$ cat config.mk
export PLATFORM = sky130hd
export DESIGN_NAME = mem_region_filter
export DESIGN_NICKNAME = d
export VERILOG_FILES = /design/src/rtl/mrf_pkg.sv /design/src/rtl/mrf_cfg_regs.sv /design/src/rtl/mrf_region_match.sv /design/src/rtl/mrf_policy.sv /design/src/rtl/mem_region_filter.sv
export SDC_FILE = /design/constraint.sdc
export NUM_CORES = 1
export LEC_CHECK = 0
export BUFFER_PORTS_ARGS = -buffer_cell sky130_fd_sc_hd__buf_2
export CAP_MARGIN = 0
export CELL_PAD_IN_SITES_DETAIL_PLACEMENT = 1
export CELL_PAD_IN_SITES_GLOBAL_PLACEMENT = 1
export CORE_ASPECT_RATIO = 0.5
export CORE_UTILIZATION = 25
export DETAILED_ROUTE_END_ITERATION = 16
export GPL_TIMING_DRIVEN = 0
export PLACE_DENSITY = 0.52
export SLEW_MARGIN = 40
export SYNTH_ARGS = -nofsm -noshare
export SYNTH_HDL_FRONTEND = slang
export SYNTH_SLANG_ARGS = --single-unit
$ cat constraint.sdc
create_clock -name clk -period 3.1 [get_ports clk]
set_input_delay 0 -clock clk [delete_from_list [all_inputs] [get_ports clk]]
set_output_delay 0 -clock clk [all_outputs]
set_load 0.1 [all_outputs]
$ cat src/rtl/mrf_pkg.sv
package mrf_pkg;
    localparam int WORD_W   = 16;
    localparam int SEL_BIT  = 14;
    localparam int EN_BIT   = 15;
    localparam int XSEC_BIT = 14;
    localparam int BYP_BIT  = 15;

    function automatic logic [WORD_W-1:0] masked_merge(
        input logic [WORD_W-1:0] old_w,
        input logic [WORD_W-1:0] mask,
        input logic [WORD_W-1:0] data
    );
        return (old_w & ~mask) | (data & mask);
    endfunction
endpackage

$ cat src/rtl/mrf_cfg_regs.sv
module mrf_cfg_regs
    import mrf_pkg::*;
#(
    parameter int NUM_REGIONS = 8,
    parameter int FIRST_IDX   = 6,
    parameter int IDX_W       = 5,
    localparam int NUM_WORDS  = 2 * NUM_REGIONS
) (
    input  logic                        clk,
    input  logic                        rst_n,
    input  logic                        wr_en,
    input  logic                        rd_en,
    input  logic [IDX_W-1:0]            idx,
    input  logic [31:0]                 wdata,
    output logic [WORD_W-1:0]           rdata,
    output logic [NUM_WORDS*WORD_W-1:0] words
);
    typedef struct packed {
        logic [NUM_WORDS-1:0][WORD_W-1:0] words;
        logic [WORD_W-1:0]                rdata;
    } regs_t;

    regs_t st_d, st_q;

    always_comb begin
        st_d = st_q;
        for (int w = 0; w < NUM_WORDS; w++) begin
            if (wr_en && (idx == IDX_W'(FIRST_IDX + w))) begin
                st_d.words[w] = masked_merge(st_q.words[w], wdata[31:16], wdata[15:0]);
            end
        end
        if (rd_en) begin
            st_d.rdata = '0;
            for (int w = 0; w < NUM_WORDS; w++) begin
                if (idx == IDX_W'(FIRST_IDX + w)) begin
                    st_d.rdata = st_q.words[w];
                end
            end
        end
    end

    always_ff @(posedge clk or negedge rst_n) begin
        if (!rst_n) begin
            st_q <= '0;
            st_q.words[NUM_WORDS-1][BYP_BIT] <= 1'b1;
        end else begin
            st_q <= st_d;
        end
    end

    assign rdata = st_q.rdata;
    assign words = st_q.words;
endmodule

$ cat src/rtl/mrf_region_match.sv
module mrf_region_match #(
    parameter int PAGE_W = 12
) (
    input  logic [PAGE_W-1:0] first_pg,
    input  logic [PAGE_W-1:0] last_pg,
    input  logic [PAGE_W-1:0] page,
    output logic              hit
);
    assign hit = (page >= first_pg) && (page <= last_pg);
endmodule

$ cat src/rtl/mrf_policy.sv
module mrf_policy
    import mrf_pkg::*;
#(
    parameter int NUM_REGIONS = 8,
    parameter int PAGE_W      = 12,
    localparam int NUM_WORDS  = 2 * NUM_REGIONS
) (
    input  logic [NUM_WORDS*WORD_W-1:0] words,
    input  logic [PAGE_W-1:0]           page,
    input  logic                        secure,
    output logic                        allow
);
    logic [NUM_REGIONS-1:0] hit, en, sel;
    logic                   secure_hit, open_hit, bypass, xsec;
    logic                   unused_words;

    for (genvar r = 0; r < NUM_REGIONS; r++) begin : g_rgn
        logic [WORD_W-1:0] w_first, w_last;
        assign w_first = words[(2*r)*WORD_W +: WORD_W];
        assign w_last  = words[(2*r+1)*WORD_W +: WORD_W];
        assign en[r]   = w_first[EN_BIT];
        assign sel[r]  = w_first[SEL_BIT];

        mrf_region_match #(.PAGE_W(PAGE_W)) u_match (
            .first_pg (w_first[PAGE_W-1:0]),
            .last_pg  (w_last[PAGE_W-1:0]),
            .page     (page),
            .hit      (hit[r])
        );
    end

    assign bypass       = words[(NUM_WORDS-1)*WORD_W + BYP_BIT];
    assign xsec         = words[(NUM_WORDS-1)*WORD_W + XSEC_BIT];
    assign secure_hit   = |(hit & en & sel);
    assign open_hit     = |(hit & en & ~sel);
    assign allow        = secure || bypass || (!secure_hit && (open_hit || !xsec));
    assign unused_words = ^words;
endmodule

$ cat src/rtl/mem_region_filter.sv
module mem_region_filter
    import mrf_pkg::*;
#(
    parameter int NUM_REGIONS = 8,
    parameter int ADDR_W      = 32,
    parameter int GRAN_SHIFT  = 20,
    parameter int FIRST_IDX   = 6,
    parameter int IDX_W       = 5,
    localparam int PAGE_W     = ADDR_W - GRAN_SHIFT,
    localparam int NUM_WORDS  = 2 * NUM_REGIONS
) (
    input  logic              clk,
    input  logic              rst_n,
    input  logic              cfg_wr_en,
    input  logic              cfg_rd_en,
    input  logic [IDX_W-1:0]  cfg_idx,
    input  logic [31:0]       cfg_wdata,
    output logic [31:0]       cfg_rdata,
    input  logic              req_valid,
    input  logic [ADDR_W-1:0] req_addr,
    input  logic              req_secure,
    output logic              rsp_grant,
    output logic              rsp_deny
);
    typedef struct packed {
        logic grant;
        logic deny;
    } resp_t;

    resp_t                       resp_d, resp_q;
    logic [NUM_WORDS*WORD_W-1:0] cfg_words;
    logic [WORD_W-1:0]           rdata_w;
    logic                        allow;
    logic                        unused_low;

    mrf_cfg_regs #(
        .NUM_REGIONS (NUM_REGIONS),
        .FIRST_IDX   (FIRST_IDX),
        .IDX_W       (IDX_W)
    ) u_regs (
        .clk   (clk),
        .rst_n (rst_n),
        .wr_en (cfg_wr_en),
        .rd_en (cfg_rd_en),
        .idx   (cfg_idx),
        .wdata (cfg_wdata),
        .rdata (rdata_w),
        .words (cfg_words)
    );

    mrf_policy #(
        .NUM_REGIONS (NUM_REGIONS),
        .PAGE_W      (PAGE_W)
    ) u_policy (
        .words  (cfg_words),
        .page   (req_addr[ADDR_W-1:GRAN_SHIFT]),
        .secure (req_secure),
        .allow  (allow)
    );

    always_comb begin
        resp_d       = '0;
        resp_d.grant = req_valid && allow;
        resp_d.deny  = req_valid && !allow;
    end

    always_ff @(posedge clk or negedge rst_n) begin
        if (!rst_n) begin
            resp_q <= '0;
        end else begin
            resp_q <= resp_d;
        end
    end

    assign rsp_grant  = resp_q.grant;
    assign rsp_deny   = resp_q.deny;
    assign cfg_rdata  = {16'h0, rdata_w};
    assign unused_low = ^req_addr[GRAN_SHIFT-1:0];
endmodule

Word level (Yosys, flattened, before mapping):

Index checks and enable logic that the tools add are counted.

* output and inout port bits: 34
* RAM bits: 0
* memories kept: 0
* logic and storage cells: 140
* bits in latches: 0
* bits in read-only memories: 0
* flip-flop bits (word level): 274
* bits of input ports: 75

* eq/ne operators: 16
* bitwise logic cells: 38
* $mul: 0
* divide/modulo/power cells: 0
* multiplexer cells: 16
* shifts and indexed selects: 0
* add/sub/neg operators: 0
* reductions and logical operators: 35
* order comparisons: 16

Operator list (number)
* 16-bit bitwise AND: 17
* 16-bit 2-to-1 mux: 16
* 16-bit bitwise OR: 16
* 12-bit >= comparator: 8
* 12-bit less-or-equal comparator: 8
* 5-bit by 4-bit == test with 1-bit output (second input constant): 8
* 5-bit == test (second input constant): 6
* 1-bit logical AND: 27
* 8-bit bitwise AND: 3
* 16-bit inverter: 1
* 8-bit OR reduction: 2
* 5-bit by 3-bit == test with 1-bit output (second input constant): 2
* 8-bit inverter: 1
* 1-bit logical NOT: 3
* 1-bit logical OR: 3

Logic depth before layout (Yosys ltp):

Gate-level depths: netlist of the first run.

* depth in word-level cells: 17
* gate-level depth with buffers: 12
* gate-level depth less buffers: 11

Modules after synthesis:

A second synthesis of the first run with hierarchy kept.

* cells, all modules: 2016
* area total of the unflattened synthesis: 18980.7 sq um

By module, submodules not included
* mrf_cfg_regs: seq. area each 6807.8 sq um, instances 1, area an instance 13872.1 sq um, cells each 1314
* mrf_region_match (u_policy.g_rgn[4].u_match ...): seq. area each 0.0 sq um, instances 4, area an instance 600.6 sq um, cells each 82
* mrf_region_match (u_policy.g_rgn[0].u_match ...): seq. area each 0.0 sq um, instances 4, area an instance 590.6 sq um, cells each 82
* mem_region_filter: seq. area each 50.0 sq um, instances 1, area an instance 190.2 sq um, cells each 21
* mrf_policy: seq. area each 0.0 sq um, instances 1, area an instance 153.9 sq um, cells each 25

Least setup slack after synthesis of the first run:

Ideal clock, no wire load.

* path kind: reg-to-reg
* start: reg (tool-made name)
* end: reg resp_q, in the netlist rsp_grant
* data required time: 2.980 ns
* period minus slack after synthesis: 2.761 ns
* setup time: 0.120 ns
* slack: 0.339 ns
* buffers on the path: 0
* cell stages (with the launch flop): 10
* arrival: 2.641 ns
* cell sequence: dfrtp_1 -> inv_1 -> ha_1 -> a2111oi_4 -> a31oi_1 -> o311ai_2 -> o311ai_1 -> or4b_1 -> or4_1 -> a41o_1

RTL lines
* end signal: assignment: RTL line mem_region_filter.sv:71 `resp_q <= resp_d;`
* end: declaration: RTL line mem_region_filter.sv:30 `resp_t resp_d, resp_q;`

==> results.sh, run 1 <==
export IMPL_syn_area_um2=18400
export IMPL_synth_seq_cells=274
export IMPL_placed_cell_area_um2=20100
export IMPL_grt_ovfl_total=0
export IMPL_synth_largest_area_cell="dfrtp_1"
export IMPL_arrival_ns=3.57
export IMPL_multi_input_area_um2=10600
export IMPL_fin_crit_sh_pct=101
export IMPL_cts_buffers_inserted=35
export IMPL_cts_tree="built"
export IMPL_wire_per_inst_um=24.8
export IMPL_antennaDiodeCount=0
export IMPL_period_needed_ns=3.12
export IMPL_port_buffers=52
export IMPL_violations="negative setup slack"
export IMPL_worst_ep_required_time_ns=3.55
export IMPL_wl_um=77200
export IMPL_final_area_um2=22200
export IMPL_nets=2397
export IMPL_drc=0
export IMPL_antenna_found_initial=1
export IMPL_power_mw=11.7
export IMPL_viasPerCell=5.09
export IMPL_async_flop_share_pct=100
export IMPL_worst_setup_path_type="reg2reg"
export IMPL_num_io_pins=109
export IMPL_synth_area_per_cell_um2=9.41
export IMPL_ys_flop_type="dfrtp_1"
export IMPL_yosysWarnings=0
export IMPL_max_freq_mhz=321
export IMPL_ant_nets=0
export IMPL_rsz0062_at_grt="yes"
export IMPL_synthTopCellsByArea="dfrtp_1 (37%), ha_1 (13%), mux2_2 (12%)"
export IMPL_initial_utilization_pct=25.6
export IMPL_drive_gt1_share_pct=19.2
export IMPL_clock_latency_ns=0.58
export IMPL_area_growth_pct=20.5
export IMPL_status="finished with violations"
export IMPL_hp_class="in2reg"
export IMPL_slew_viol_final=0
export IMPL_crit_fanout=3
export IMPL_fp_row_count=69
export IMPL_dieArea_um2=74700
export IMPL_place_congestion=0.874
export IMPL_drt_iter0_markers=1148
export IMPL_cts_path_max_buffers=3
export IMPL_synth_distinct_cells=73
export IMPL_clock_skew_ns=0.0296
export IMPL_max_slew_margin_pct=37.5
export IMPL_p_leak_nw=9.62
export IMPL_fin_ws_ns=-0.0161
export IMPL_grt_pass1_wl_um=114000
export IMPL_root_buffer="clkbuf_16"
export IMPL_synth_top_area_share_pct=37.1
export IMPL_finalHoldViolCount=0
export IMPL_worst_slew_pin_slew_ns=0.938
export IMPL_cp_start_kind="flop"
export IMPL_dieWidth_um=386
export IMPL_grt_max_degree=69
export IMPL_yosysSeqAreaShare_pct=37.3
export IMPL_clock_sinks=274
export IMPL_cp_end_kind="flop"
export IMPL_dp_hpwl_um=59100
export IMPL_setup_viol=1
export IMPL_die_y_um=194
export IMPL_syn_inst=1955
export IMPL_grtUsageTotal_pct=20.8
export IMPL_vias=15900
export IMPL_synth_edff_count=0
export IMPL_grt_pass1_vias=16300
export IMPL_drv_cap=0
export IMPL_synthTopCellsByCount="nand2_1 (328), dfrtp_1 (273), mux2_2 (204), ha_1 (192), inv_1 (185)"
export IMPL_fillers=8263
export IMPL_cts_max_level=2
export IMPL_first_pass_iters=5
export IMPL_path_clk_slew_ns=0.06
export IMPL_ir_drop_uv=292
export IMPL_regArea_um2=6860
export IMPL_coreArea_um2=71900
export IMPL_yosysMostFrequentCell="nand2_1"
export IMPL_cellPowerDensity_nw_per_um2=529
## report_power, final
group / total, mW / switching (mW) / internal (mW)
Sequential: 4.44 / 0.395 / 4.05
Clock: 4.48 / 1.80 / 2.68
Combinational: 2.81 / 1.72 / 1.09
Total: 11.7 / 3.91 / 7.82
## per-layer routing
layer / up-vias / wire [um] / global-route usage [%]
li1: 7226 / - / -
met1: 8259 / 38400 / 31.1
met2: 309 / 34200 / 32.2
met3: 59 / 3480 / 2.35
met4: 0 / 1100 / 4.07
met5: - / 0 / 0
## kinds of logic (layout without fill, tap and decap cells)
kind of cell             Yosys count  after routing  synth area share (%)
flip-flops                       274            274                  37.3
multiplexers                     268            268                  16.4
other                              1             16                0.0204
adder cells (fa/ha/maj)          192            192                  13.1
AND/OR/NAND/NOR                  528            528                  12.7
buffers and inverters            321            506                  6.96
AO/OA/AOI/OAI                    371            371                  13.6
## final timing paths
kind	cells after the start	end	from	slack, ns
min	5	flop	cfg_wr_en	0.26
max	10	rsp_grant	flop	-0.02
min reg2reg	1	flop	flop	0.49
max in group asynchronous	5	async pin	rst_n	1.66
min in group asynchronous	3	async pin	rst_n	0.43
max reg2reg	10	rsp_grant	flop	-0.02
## cells in the final DEF (no fill, tap or decap), drive strengths merged, types with 27 or more instances in the layout
cell type,synthesis,layout
nand2,328,328
nor2,54,54
buf,36,104
a22oi,30,30
ha,192,192
a21oi,89,89
o21ai,72,72
nand3,27,27
nand4,29,29
mux2,258,258
dfrtp,273,273
inv,185,187
clkbuf,100,149
dlygate4sd3,0,54
## critical path, cell delays in order, from the launching register on
cell,delay [ns]
dfrtp_1,0.46
inv_1,0.08
ha_1,0.28
and4_1,0.20
o21ai_1,0.15
a31oi_4,0.07
o311ai_4,0.45
o311ai_1,0.16
or4b_1,0.48
or4_4,0.47
a41o_1,0.21
## through the flow
stage / setup TNS (ns) / setup slack [ns] / util [%] / hold slack (ns) / cells
after floorplan: 0 / 0.339 / - / -0.296 / 1970
after global placement: -1076.66 / -3.91 / 27.7 / 0.247 / 2980
after detailed placement: -4.58 / -0.706 / 28.0 / -0.00684 / 2987
after CTS: -0.0210 / -0.0210 / 30.6 / 0.215 / 3106
after global routing: -0.225 / -0.127 / 30.8 / 0.267 / 3113
final: -0.0161 / -0.0161 / 30.8 / 0.256 / 3113
## cell type report
| type | count | area share, % |
|---|---|---|
| clock inverters | 14 | 0.982 |
| well taps | 958 | 5.41 |
| inverters | 185 | 3.13 |
| plain buffers | 136 | 2.69 |
| clock buffers | 48 | 4.49 |
| repair buffers | 123 | 4.66 |
| multi-input cells | 1375 | 47.7 |
| flip-flops and latches | 274 | 30.9 |
## what timing repair did
action / in CTS / in global routing
setup endpoints to repair: 3 / 3
resized for setup: 17 / 18
endpoints found under the hold margin: 252 / 0
pin swaps: 6 / 6
hold buffers: 55 / 0
buffers inserted: 2 / 7
Power figures use the tool's default switching activity.
==> run 2: changes to the inputs <==
- ABC_AREA: not set -> 1
- PLACE_DENSITY: 0.52 -> 0.54
==> run 2 against run 1 <==
The flow finishes with violations (negative hold slack). Hold slack lost 0.28 ns. Cell count grew 13%. Synthesized cell count grew 22%. Clock power shrank 5.6%. First-iteration DRC count shrank 4.6%.
==> results.sh, run 2 <==
export IMPL_die_y_um=190
export IMPL_yosysMostFrequentCell="nand2_1"
export IMPL_slew_viol_final=0
export IMPL_stdcell_count=3515
export IMPL_power_switching_mw=3.98
export IMPL_arrival_ns=3.28
export IMPL_p_comb_share_pct=23.9
export IMPL_r2r_cells=12
export IMPL_grt_use_met2_pct=28.5
export IMPL_cellPowerDensity_nw_per_um2=547
export IMPL_syn_inst=2393
export IMPL_multi_input_area_um2=9490
export IMPL_r2r_end="rsp_deny"
export IMPL_clock_latency_ns=0.54
export IMPL_cts_tree="built"
export IMPL_syn_area_um2=17700
export IMPL_setup_viol=0
export IMPL_final_area_um2=21000
export IMPL_grt_busiest_layer="met1"
export IMPL_clock_skew_ns=0.0152
export IMPL_synthTopCellsByArea="dfrtp_1 (39%), nand2_1 (16%), ha_1 (14%)"
export IMPL_grtUsageTotal_pct=19.9
export IMPL_cp_end_kind="flop"
export IMPL_num_io_pins=109
export IMPL_worst_slew_pin_slew_ns=0.916
export IMPL_max_slew_margin_pct=38.9
export IMPL_layout_common_cells="nand2_1 (738), dfrtp_1 (273), inv_1 (254)"
export IMPL_port_buffers=56
export IMPL_place_inst=3414
export IMPL_synth_largest_area_cell="dfrtp_1"
export IMPL_rrSetupSlack_ns=0.31
export IMPL_antennaDiodeCount=0
export IMPL_placed_cell_area_um2=19400
export IMPL_drv_cap=0
export IMPL_crit_fanout=10
export IMPL_drc=0
export IMPL_wire_per_inst_um=20.2
export IMPL_grt_met3_usage_pct=2.68
export IMPL_status="finished with violations"
export IMPL_nets=2813
export IMPL_dieWidth_um=378
export IMPL_regArea_um2=6860
export IMPL_layout_commonest_cell="nand2_1"
export IMPL_fp_row_count=68
export IMPL_dp_hpwl_um=57500
export IMPL_path_clk_slew_ns=0.06
export IMPL_initial_utilization_pct=25.5
export IMPL_synthTopCellsByCount="nand2_1 (738), dfrtp_1 (273), inv_1 (254), o21ai_0 (215), ha_1 (192)"
export IMPL_grt_pass1_vias=16400
export IMPL_synth_top_area_share_pct=38.6
export IMPL_fin_ws_ns=0.207
export IMPL_area_growth_pct=18.5
export IMPL_max_freq_mhz=346
export IMPL_place_congestion=0.840
export IMPL_grt_use_met1_pct=31.1
export IMPL_cts_max_level=2
export IMPL_worst_hold_startpoint="cfg_wdata[27]"
export IMPL_dieArea_um2=72000
export IMPL_finalHoldViolCount=14
export IMPL_hp_class="in2reg"
export IMPL_drt_iter0_markers=1095
export IMPL_yosysWarnings=0
export IMPL_clock_sinks=274
export IMPL_preCtsSetupSlack_ns=0.158
export IMPL_cp_start_kind="input port"
export IMPL_coreArea_um2=69500
export IMPL_worstHoldPathCells=3
export IMPL_vias=16800
export IMPL_clkPwrFrac_pct=36.9
export IMPL_whs_ns=-0.0199
export IMPL_rsz0062_at_grt="no"
export IMPL_power_mw=11.5
export IMPL_synth_area_per_cell_um2=7.40
export IMPL_worst_ep_required_time_ns=3.49
export IMPL_ys_flop_type="dfrtp_1"
export IMPL_synth_seq_cells=274
export IMPL_antenna_found_initial=0
export IMPL_yosysSeqAreaShare_pct=38.7
export IMPL_drive_gt1_share_pct=7.24
export IMPL_cts_path_max_buffers=3
export IMPL_wl_um=70800
export IMPL_worst_setup_path_type="in2reg"
export IMPL_period_needed_ns=2.89
export IMPL_fillers=8516
export IMPL_p_int_mw=7.49
export IMPL_synth_edff_count=0
export IMPL_ir_drop_uv=296
export IMPL_synth_distinct_cells=29
export IMPL_async_flop_share_pct=100
export IMPL_fin_crit_sh_pct=93.3
export IMPL_power_frac_seq_pct=39.2
export IMPL_viasPerCell=4.77
export IMPL_final_core_util_pct=30.2
export IMPL_ant_nets=0
export IMPL_violations="negative hold slack"
export IMPL_fin_setup_tns_ns=0
export IMPL_grt_pass1_wl_um=106000
export IMPL_root_buffer="clkbuf_16"
export IMPL_first_pass_iters=5
export IMPL_p_leak_nw=9.32
export IMPL_cts_buffers_inserted=34
export IMPL_netSwitchingFraction_pct=34.7
export IMPL_grt_ovfl_total=0
export IMPL_grt_max_degree=67
run 2: cell count changes in the layout (fill, tap and decap cells not counted), sizes merged, moves of 30 or more:
cell	delta
o21ai	+159
inv	+74
a31oi	+47
nand2	+410
a21oi	+94
nand3	+38
nand4	+56
a22oi	-30
nor2	+102
mux2	-258
run 2: power groups by stage:
stage	Clock, mW	Sequential, mW	Combinational, mW
6_report	4.23	4.50	2.75
5_1_grt	4.45	4.57	3.14
4_1_cts	4.33	4.49	2.75
3_5_place_dp	0	4.55	2.69
3_3_place_gp	0	4.54	2.56
2_1_floorplan	0	4.62	1.62
run 2: worst max path at each step:
stage	startpoint	to	slack, ns	cells past startpoint
2_1_floorplan	flop	rsp_deny	1.42	13
3_3_place_gp	rst_n	async pin	-4.05	1
3_5_place_dp	cfg_idx[1]	flop	0.16	8
4_1_cts	cfg_idx[4]	flop	0.14	12
5_1_grt	cfg_idx[4]	flop	0.12	12
6_report	cfg_idx[4]	flop	0.21	8
run 2: per-layer routing:
metal | vias up | part of all wire (%)
met3 | 72 | 4.7
met5 | - | 0
met1 | 8220 | 53
met2 | 276 | 40
li1 | 8197 | -
met4 | 0 | 1.9
run 2: kinds of logic (layout without fill, tap and decap cells):
logic type / count (synthesis) / count (layout) / synth area share [%]
other: 1 / 16 / 0.0212
DFF: 274 / 274 / 38.7
adders and majority gates: 192 / 192 / 13.6
and+or+nand+nor: 1066 / 1066 / 24.9
buffers and inverters: 370 / 532 / 8.31
AOI/OAI and AO/OA: 490 / 490 / 14.5
run 2: area by class of cell:
class / count / share of cell area (%)
buffer: 108 / 2.33
inverter: 262 / 4.69
multi-input combinational: 1764 / 45.2
sequential: 274 / 32.7
tap: 945 / 5.63
clock buffer: 58 / 5.26
clock inverter: 2 / 0.167
timing repair buffer: 102 / 4.01
run 2: worst max-delay path: stages:
cell and delay (ns):
dlygate4sd3_1 0.54, buf_2 0.21, nand3_2 0.22, nor2_2 0.65, inv_1 0.23, nor2_1 0.62
clkbuf_1 0.61, a31oi_1 0.18
run 2: what timing repair did:
item,CTS,global route
setup endpoints to repair,0,3
hold endpoints to repair,340,0
setup buffers,0,0
hold buffers,41,0
gates resized for setup,0,2
==> run 3: changes to the inputs <==
- PLACE_DENSITY: 0.54 -> 0.55
- SYNTH_HIERARCHICAL: not set -> 1
==> run 3 against run 2 <==
The run still ends with negative hold slack left. Clock skew shrank 0.0064 ns. Die area grew 5.1%. Setup slack lost 0.013 ns. Register-to-register slack lost 0.08 ns. First-iteration DRC count shrank 29%. Hold slack gained 0.017 ns.
==> results.sh, run 3 <==
export IMPL_status="finished with violations"
export IMPL_violations="negative hold slack"
export IMPL_wl_um=71800
export IMPL_p_leak_nw=10.2
export IMPL_slew_viol_final=0
export IMPL_stdcell_count=3698
export IMPL_yosysSeqAreaShare_pct=36.8
export IMPL_layout_commonest_cell="nand2_1"
export IMPL_synth_seq_cells=274
export IMPL_viasPerCell=4.67
export IMPL_path_clk_slew_ns=0.06
export IMPL_wl_met2_um=30400
export IMPL_ys_flop_type="dfrtp_1"
export IMPL_clock_sinks=274
export IMPL_cp_start_kind="input port"
export IMPL_cellPowerDensity_nw_per_um2=539
export IMPL_max_freq_mhz=344
export IMPL_port_buffers=55
export IMPL_worst_setup_path_type="in2reg"
export IMPL_num_io_pins=109
export IMPL_antenna_found_initial=0
export IMPL_area_growth_pct=17.4
export IMPL_max_slew_margin_pct=40.1
export IMPL_setup_viol=0
export IMPL_grt_ovfl_total=0
export IMPL_path_delay_family="simple AND/OR/NAND/NOR gates"
export IMPL_worst_ep_required_time_ns=3.49
export IMPL_wl_met1_um=38000
export IMPL_drive_gt1_share_pct=10.0
export IMPL_cp_slowest_stage_delay_ns=0.65
export IMPL_vias=17300
export IMPL_dieWidth_um=388
export IMPL_finalHoldViolCount=1
export IMPL_dieArea_um2=75600
export IMPL_synthTopCellsByCount="nand2_1 (817), inv_1 (331), dfrtp_1 (273), ha_1 (192), a21oi_1 (157)"
export IMPL_async_flop_share_pct=100
export IMPL_fillers=9003
export IMPL_grt_pass1_vias=17400
export IMPL_coreArea_um2=73400
export IMPL_cts_path_max_buffers=3
export IMPL_synth_edff_count=0
export IMPL_yosysWarnings=6
export IMPL_cts_setup_buffers=0
export IMPL_worstHoldPathCells=3
export IMPL_hp_class="in2reg"
export IMPL_highest_signal_layer="met4"
export IMPL_critPathBufInv=4
export IMPL_synth_top_area_share_pct=36.7
export IMPL_clock_latency_ns=0.53
export IMPL_fin_ws_ns=0.194
export IMPL_drv_cap=0
export IMPL_dp_hpwl_um=57400
export IMPL_place_congestion=0.801
export IMPL_fp_row_count=70
export IMPL_ir_drop_uv=338
export IMPL_crit_fanout=10
export IMPL_multi_input_area_um2=9960
export IMPL_syn_inst=2555
export IMPL_fin_crit_sh_pct=93.7
export IMPL_grtUsageTotal_pct=19.2
export IMPL_arrival_ns=3.30
export IMPL_grt_max_degree=63
export IMPL_synth_largest_area_cell="dfrtp_1"
export IMPL_whs_ns=-0.00335
export IMPL_layout_common_cells="nand2_1 (817), inv_1 (331), dfrtp_1 (273)"
export IMPL_first_pass_iters=4
export IMPL_cts_tree="built"
export IMPL_drt_iter0_markers=777
export IMPL_worstPathCellList="dlygate4sd3_1, buf_2, nor3_2, nand2_1, buf_2, nor2_4, buf_4, nand2_1, nand2_1, o21ai_0"
export IMPL_cp_end_kind="flop"
export IMPL_regArea_um2=6860
export IMPL_critPathMostFrequentCell="nand2_1"
export IMPL_nets=2971
export IMPL_root_buffer="clkbuf_16"
export IMPL_worst_slew_pin_slew_ns=0.896
export IMPL_wl_met3_um=2500
export IMPL_grt_pass1_wl_um=110000
export IMPL_wire_per_inst_um=19.4
export IMPL_r2r_cells=19
export IMPL_rsz0062_at_grt="no"
export IMPL_die_y_um=195
export IMPL_synth_distinct_cells=33
export IMPL_power_mw=11.8
export IMPL_drc=0
export IMPL_synth_area_per_cell_um2=7.29
export IMPL_yosysMostFrequentCell="nand2_1"
export IMPL_antennaDiodeCount=0
export IMPL_place_inst=3601
export IMPL_initial_utilization_pct=25.4
export IMPL_cts_buffers_inserted=35
export IMPL_ant_nets=0
export IMPL_clock_skew_ns=0.00878
export IMPL_syn_area_um2=18600
export IMPL_cp_slowest_cell="nor3_2"
export IMPL_period_needed_ns=2.91
export IMPL_preCtsSetupSlack_ns=0.258
export IMPL_synthTopCellsByArea="dfrtp_1 (37%), nand2_1 (16%), ha_1 (13%)"
export IMPL_worst_path_stages=10
export IMPL_cts_max_level=2
==> run 3: tightest hold or removal path, stage by stage <==
cell      delay [ns]
clkbuf_1        0.25
nand2_1         0.17
o21ai_1         0.06
==> run 3: cells by family (layout without fill, tap and decap cells) <==
logic type	after synthesis	after routing	synth area share (%)
AO/OA/AOI/OAI	438	438	12.4
other	1	16	0.0201
AND/OR/NAND/NOR	1172	1172	27.8
flip-flops	274	274	36.8
adder cells (fa/ha/maj)	192	192	12.9
buffers and inverters	478	634	10.1
==> run 3: repair_timing <==
| item | 4_1_cts | 5_1_grt |
|---|---|---|
| hold buffers | 38 | 0 |
| endpoints found under the setup margin | 0 | 1 |
| gates resized for setup | 0 | 1 |
| endpoints found under the hold margin | 330 | 0 |
==> run 3: path summary, 6_finish.rpt <==
check | slack, ns | to | startpoint
max | 0.19 | flop | cfg_idx[4]
min | -0.003 | flop | cfg_wdata[26]
max reg2reg | 0.23 | rsp_grant | flop
min reg2reg | 0.47 | u_regs/rdata[9] | u_regs/rdata[9]
max in group asynchronous | 1.34 | async pin | rst_n
min in group asynchronous | 0.45 | async pin | rst_n
==> run 3: metal layers <==
layer  global-route usage [%]  vias up
li1                         -     8511
met1                     29.3     8491
met2                     29.6      230
met3                     1.82       50
met4                     2.88        0
met5                        0        -
==> run 3: final cells by class <==
| class | count | share of cell area [%] |
|---|---|---|
| Inverter | 370 | 6.35 |
| Clock buffer | 54 | 4.80 |
| Buffer | 108 | 2.27 |
| Multi-Input combinational cell | 1818 | 45.6 |
| Timing Repair Buffer | 97 | 3.63 |
| Clock inverter | 5 | 0.458 |
| Tap cell | 972 | 5.56 |
| Sequential cell | 274 | 31.4 |
==> run 3: stage by stage <==
step / TNS (ns) / cell area, um^2 / util [%]
after CTS: 0 / 21900 / 29.8
after floorplan: 0 / 18700 / -
after detailed placement: 0 / 20300 / 27.7
final: 0 / 21900 / 29.8
after global placement: -1094.80 / 20200 / 27.5
after global routing: 0 / 21900 / 29.8
==> run 3: where the power goes <==
group	internal, mW	switching, mW
logic	1.01	1.97
clock network	2.57	1.69
registers	4.10	0.441
total	7.67	4.11
